==> config.mk <==
export PLATFORM = sky130hd
export DESIGN_NAME = sram_burst_ctrl
export DESIGN_NICKNAME = d
export VERILOG_FILES = /design/src/rtl/sram_burst_pkg.sv /design/src/rtl/sram_cycle_decode.sv /design/src/rtl/sram_burst_seq.sv /design/src/rtl/sram_byte_array.sv /design/src/rtl/sram_burst_ctrl.sv
export SDC_FILE = /design/constraint.sdc
export NUM_CORES = 1
export LEC_CHECK = 0
export BUFFER_PORTS_ARGS = -buffer_cell sky130_fd_sc_hd__buf_2
export CAP_MARGIN = 20
export CORE_AREA = 5 5 297 299
export CTS_CLUSTER_DIAMETER = 200
export DETAILED_ROUTE_END_ITERATION = 6
export DIE_AREA = 0 0 302 304
export GPL_ROUTABILITY_DRIVEN = 0
export PLACE_DENSITY_LB_ADDON = 0.1
export SLEW_MARGIN = 40
export SYNTH_ARGS = -nofsm -noshare
export SYNTH_HDL_FRONTEND = slang
export SYNTH_SLANG_ARGS = --single-unit
==> constraint.sdc <==
create_clock -name clk -period 8.4 [get_ports clk]
set_input_delay 1.68 -clock clk [delete_from_list [all_inputs] [get_ports clk]]
set_output_delay 1.68 -clock clk [all_outputs]
set_load 0.05 [all_outputs]
==> src/rtl/sram_burst_pkg.sv <==
package sram_burst_pkg;
  typedef enum logic [1:0] {
    CYC_DESEL = 2'd0,
    CYC_START = 2'd1,
    CYC_CONT  = 2'd2,
    CYC_HOLD  = 2'd3
  } cyc_kind_e;
endpackage

==> src/rtl/sram_cycle_decode.sv <==
module sram_cycle_decode
  import sram_burst_pkg::*;
#(
  parameter int NBYTE = 2
) (
  input  logic             ce_n,
  input  logic             ce2,
  input  logic             ce2_n,
  input  logic             adsp_n,
  input  logic             adsc_n,
  input  logic             adv_n,
  input  logic             gw_n,
  input  logic             bwe_n,
  input  logic [NBYTE-1:0] bw_n,
  output cyc_kind_e        kind,
  output logic             wr_en,
  output logic [NBYTE-1:0] lane_mask
);
  logic selected;
  logic proc_start;

  assign selected   = !ce_n && ce2 && !ce2_n;
  // processor strobe is only honoured while the primary enable is low
  assign proc_start = !adsp_n && !ce_n;

  always_comb begin
    if (proc_start)   kind = selected ? CYC_START : CYC_DESEL;
    else if (!adsc_n) kind = selected ? CYC_START : CYC_DESEL;
    else if (!adv_n)  kind = CYC_CONT;
    else              kind = CYC_HOLD;
  end

  always_comb begin
    if (!gw_n)       lane_mask = '1;
    else if (!bwe_n) lane_mask = ~bw_n;
    else             lane_mask = '0;
  end

  assign wr_en = !proc_start && (lane_mask != '0);
endmodule

==> src/rtl/sram_burst_seq.sv <==
module sram_burst_seq #(
  parameter int BURST_W = 2
) (
  input  logic               clk,
  input  logic               rst_n,
  input  logic               load,
  input  logic               step,
  input  logic [BURST_W-1:0] start_lo,
  input  logic               interleave,
  output logic [BURST_W-1:0] cur_lo,
  output logic [BURST_W-1:0] nxt_lo
);
  logic [BURST_W-1:0] base_q;
  logic [BURST_W-1:0] beat_q;
  logic [BURST_W-1:0] beat_nx;

  function automatic logic [BURST_W-1:0] beat_addr(
    input logic [BURST_W-1:0] s,
    input logic [BURST_W-1:0] n,
    input logic               il
  );
    return il ? (s ^ n) : (s + n);
  endfunction

  assign beat_nx = beat_q + 1'b1;
  assign cur_lo  = beat_addr(base_q, beat_q, interleave);
  assign nxt_lo  = beat_addr(base_q, beat_nx, interleave);

  always_ff @(posedge clk or negedge rst_n) begin
    if (!rst_n) begin
      base_q <= '0;
      beat_q <= '0;
    end else if (load) begin
      base_q <= start_lo;
      beat_q <= '0;
    end else if (step) begin
      beat_q <= beat_nx;
    end
  end
endmodule

==> src/rtl/sram_byte_array.sv <==
module sram_byte_array #(
  parameter int ADDR_W = 6,
  parameter int BYTE_W = 8,
  parameter int NBYTE  = 2
) (
  input  logic                    clk,
  input  logic                    we,
  input  logic [NBYTE-1:0]        lane_mask,
  input  logic [ADDR_W-1:0]       wr_addr,
  input  logic [BYTE_W*NBYTE-1:0] wr_data,
  input  logic [ADDR_W-1:0]       rd_addr,
  output logic [BYTE_W*NBYTE-1:0] rd_data
);
  localparam int DEPTH = 1 << ADDR_W;

  for (genvar b = 0; b < NBYTE; b++) begin : g_lane
    logic [BYTE_W-1:0] cells [DEPTH];

    always_ff @(posedge clk) begin
      if (we && lane_mask[b]) cells[wr_addr] <= wr_data[b*BYTE_W +: BYTE_W];
    end

    assign rd_data[b*BYTE_W +: BYTE_W] = cells[rd_addr];
  end
endmodule

==> src/rtl/sram_burst_ctrl.sv <==
module sram_burst_ctrl
  import sram_burst_pkg::*;
#(
  parameter int ADDR_W  = 6,
  parameter int BYTE_W  = 8,
  parameter int NBYTE   = 2,
  parameter int BURST_W = 2
) (
  input  logic                    clk,
  input  logic                    rst_n,
  input  logic                    burst_interleave,
  input  logic [ADDR_W-1:0]       addr,
  input  logic                    ce_n,
  input  logic                    ce2,
  input  logic                    ce2_n,
  input  logic                    adsp_n,
  input  logic                    adsc_n,
  input  logic                    adv_n,
  input  logic                    gw_n,
  input  logic                    bwe_n,
  input  logic [NBYTE-1:0]        bw_n,
  input  logic                    oe_n,
  input  logic [BYTE_W*NBYTE-1:0] dq_in,
  output logic [BYTE_W*NBYTE-1:0] dq_out,
  output logic                    dq_oe
);
  localparam int UP_W = ADDR_W - BURST_W;

  cyc_kind_e          kind;
  logic               wr_en;
  logic [NBYTE-1:0]   lane_mask;
  logic               active_q;
  logic               cyc_wr_q;
  logic [UP_W-1:0]    up_q;
  logic [BURST_W-1:0] cur_lo;
  logic [BURST_W-1:0] nxt_lo;
  logic               load;
  logic               step;
  logic               mem_we;
  logic [ADDR_W-1:0]  wr_addr;

  sram_cycle_decode #(.NBYTE(NBYTE)) u_dec (
    .ce_n(ce_n), .ce2(ce2), .ce2_n(ce2_n),
    .adsp_n(adsp_n), .adsc_n(adsc_n), .adv_n(adv_n),
    .gw_n(gw_n), .bwe_n(bwe_n), .bw_n(bw_n),
    .kind(kind), .wr_en(wr_en), .lane_mask(lane_mask)
  );

  assign load = (kind == CYC_START);
  assign step = (kind == CYC_CONT) && active_q;

  sram_burst_seq #(.BURST_W(BURST_W)) u_seq (
    .clk(clk), .rst_n(rst_n), .load(load), .step(step),
    .start_lo(addr[BURST_W-1:0]), .interleave(burst_interleave),
    .cur_lo(cur_lo), .nxt_lo(nxt_lo)
  );

  always_comb begin
    case (kind)
      CYC_START: wr_addr = addr;
      CYC_CONT:  wr_addr = {up_q, nxt_lo};
      default:   wr_addr = {up_q, cur_lo};
    endcase
  end

  // continuing cycles only write when a selected burst is open
  assign mem_we = wr_en && (load || (active_q && kind != CYC_DESEL));

  sram_byte_array #(.ADDR_W(ADDR_W), .BYTE_W(BYTE_W), .NBYTE(NBYTE)) u_mem (
    .clk(clk), .we(mem_we), .lane_mask(lane_mask),
    .wr_addr(wr_addr), .wr_data(dq_in),
    .rd_addr({up_q, cur_lo}), .rd_data(dq_out)
  );

  always_ff @(posedge clk or negedge rst_n) begin
    if (!rst_n) begin
      active_q <= 1'b0;
      cyc_wr_q <= 1'b0;
      up_q     <= '0;
    end else begin
      case (kind)
        CYC_START: begin
          active_q <= 1'b1;
          cyc_wr_q <= wr_en;
          up_q     <= addr[ADDR_W-1:BURST_W];
        end
        CYC_DESEL: begin
          active_q <= 1'b0;
          cyc_wr_q <= 1'b0;
        end
        default: begin
          if (active_q) cyc_wr_q <= wr_en;
        end
      endcase
    end
  end

  assign dq_oe = active_q && !cyc_wr_q && !oe_n;
endmodule

==> summary.md <==
| Metric | Value |
|---|---|
| Sink Count | 1034 |
| DP Wirelength | 72.0 mm |
| Pwr Density | 331 mW/mm^2 |
| Area after DPL | 0.0440 sq mm |
| Post-synthesis net count | 2625 |
| Area of the core | 0.0849 sq mm |
| Setup bufs post-CTS | 0 |
| Tcrit/Tclk final | 83.2% |
| Crit end category | output port |
| HP Class | reg -> reg |
| Async set-reset flop share out of synthesis | 0.967% |
| Sequential element share of the synthesized area | 73.4% |
| CTS Buffer Depth | 3 |
| I/O Buffers | 52 |
| DR vias/cell | 6.42 |
| Kind of critical path | reg -> out |
| Pin count of the biggest net entering global routing | 128 |
| H-tree depth | 3 |
| Synth unique cells | 59 |
| Synth Cell Area | 0.0423 sq mm |
| Number of global-route vias before repair | 24500 |
| Total grt overflow | 0 |
| Worst Skew | 0.0195 ns |
| I/O pin count | 53 |
| Die area | 0.0918 sq mm |
| Detailed Routing Iterations Pass 1 | 6 |
| Fmax | 0.143 GHz |
| Worst slew pin tran | 0.917 ns |
| TritonCTS clock tree | built |
| Fin crit period | 6.99 ns |
| Final ANT Viol Nets | 0 |
| Commonest non-fill, non-tap cell in the layout | edfxtp_1 |
| Internal power | 0.0101 W |
| Total GRT Usage | 25.7% |
| RSZ-0062 raised after global routing | false |
| Top FF cell, synth | edfxtp_1 |
| Vias | 24700 |
| Number of hold buffers added after cts | 0 |
| Initial Util | 49.8% |
| Die height | 304 microns |
| Crit path launch type | flip-flop |
| Inst Count DP | 3657 |
| Synth Register Bits | 1034 |
| Clock Latency Late Sink | 0.67 ns |
| Synthesis-to-finish area growth | 12.5% |
| Slew margin rel. | 38.5% |
| Comb power frac | 33.8% |
| Leak pwr | 15.1 nW |
| Routed wire per std cell | 30.9 microns |
| Finished Layout Cells | 3853 |
| Synth top area share | 72.8% |
| Net switching power | 0.00558 W |
| Status | completed |
| Fillers | 6702 |
| Post-Syn Area per Cell | 16.4 sq um |
| R2R Setup Slk | 3.52 ns |
| Post-CTS Resized | 0 |
| Design Area, Final | 0.0476 sq mm |
| DRC violations left | 0 |
| First-pass GRT wire length | 173 mm |
| WP data required | 6.72 ns |
| Area of the multi-input gates | 0.0108 sq mm |
| Max-Cap Viols | 0 |
| Fraction of layout cells with a size suffix above 1 | 20.8% |
| Drt first-iter violations | 2909 |
| Total power | 0.0157 W |
| Synth area leaders | edfxtp_1 (73%), mux4_2 (5.7%), mux2i_1 (2.6%) |
| Peak VDD IR | 363 uV |
| Ant diodes | 0 |
| CTS clk-pin slew, worst paths | 0.06 ns |
| Final nets | 2666 |
| Sw Ratio | 35.5% |
| Die Wd | 302 microns |
| Crit Path Max Fanout | 39 |
| Critical path arrival | 5.31 ns |
| Clock power frac | 29.5% |
| DRT Wirelength | 119 mm |
| Final setup TNS | 0 ns |
| FF/Latch Area | 0.0310 sq mm |
| Most frequent cells in the layout | edfxtp_1 (1024), nand2_1 (162), nor2_1 (136) |
| EDFF count, synth | 1024 |
| Max Slew Vio Count | 0 |
| Synth Instances | 2584 |
| Initial antenna violation count | 2 |
| CTS buffer count | 106 |
| Root Buffer Master | clkbuf_16 |
| Rows | 107 |
| Yosys warnings | 0 |
| Post-synth top area cell | edfxtp_1 |
| WHS | 0.543 ns |
| Final setup vio count | 0 |
| Seq pwr share | 36.7% |
| Hold Violations, Final | 0 |
==> critical path, cell delays in order (launching register included) <==
cell and delay (ns):
dfrtp_4 0.82, buf_4 0.61, nor2_1 0.31, nand2_1 0.69, buf_4 0.45, o22ai_1 0.15, o21ai_0 0.49, a32oi_1 0.26
o221ai_1 0.40, buf_2 0.34
==> synthesized netlist by cell type, drive strengths merged (4+ instances only) <==
library cell     n
nor3            37
mux2            66
a311o            8
dfrtp           10
nor2           237
o21ai           55
o211a           10
a211oi          56
buf             71
and3b           16
o21a             4
xnor2            4
a31oi            8
o32ai            8
mux4           107
o2111ai         15
o311ai           8
o221ai          54
mux2i          109
o211ai          19
edfxtp        1024
a32oi            8
nand3           54
nor3b            5
o31ai           16
ha               5
a2bb2oi         22
or3             34
clkbuf         110
nor2b           20
o22a             8
a21oi           59
o22ai           81
o32a             8
nand2          168
a21o            23
inv              8
a22oi            8
==> routing by layer <==
layer,wire [microns],global-route usage [%],up-vias
li1,-,-,10400
met1,50500,37.6,12800
met2,55700,40.0,1226
met3,9350,4.23,207
met4,3420,7.79,0
met5,0,0,-
==> power by group through the flow <==
| stage | clock [W] | sequential [W] | combinational [W] |
|---|---|---|---|
| 4_1_cts | 0.00469 | 0.00577 | 0.00527 |
| 3_5_place_dp | 0 | 0.00588 | 0.00525 |
| 3_3_place_gp | 0 | 0.00588 | 0.00515 |
| 2_1_floorplan | 0 | 0.00582 | 0.00349 |
| 6_report | 0.00463 | 0.00577 | 0.00532 |
| 5_1_grt | 0.00492 | 0.00577 | 0.00559 |
==> path summary, 6_finish.rpt <==
| kind | startpoint | endpoint | cells past startpoint |
|---|---|---|---|
| max | up_q[1] | dq_out[11] | 9 |
| max reg2reg | u_seq.base_q[0] | u_mem.g_lane[0].cells[18][7] | 9 |
| min | cyc_wr_q | cyc_wr_q | 2 |
| min in group asynchronous | rst_n | cyc_wr_q | 1 |
| min reg2reg | cyc_wr_q | cyc_wr_q | 2 |
| max in group asynchronous | rst_n | up_q[0] | 1 |
==> sequential cells by signal (all words and copies together), names as in the netlist <==
| name | cells |
|---|---|
| u_mem.g_lane.cells | 1024 |
| up_q | 4 |
| u_seq.base_q | 2 |
| u_seq.beat_q | 2 |
| active_q | 1 |
| cyc_wr_q | 1 |
==> final cells by class <==
class	instances	share of cell area (%)
flip-flops and latches	1034	65.2
multi-input cells	1360	22.8
clock buffers	119	5.77
well taps	1144	3.01
repair buffers	114	1.79
clock inverters	73	1.38
inverters	9	0.0710
==> logic make-up after synthesis <==
group,synth area share (%)
AO/OA/AOI/OAI,8.17
XOR/XNOR,0.231
adder cells (fa/ha/maj),0.148
buffers and inverters,1.97
flip-flops,73.4
multiplexers,10.0
AND/OR/NAND/NOR,6.09
==> stage by stage <==
stage | worst slack (ns) | util [%]
after global routing | 1.30 | 56.0
after detailed placement | 1.50 | 51.8
after CTS | 1.30 | 55.8
after global placement | 1.25 | 51.5
after floorplan | 2.78 | -
final | 1.41 | 56.0
No activity file was read; power rests on OpenSTA's default activity.
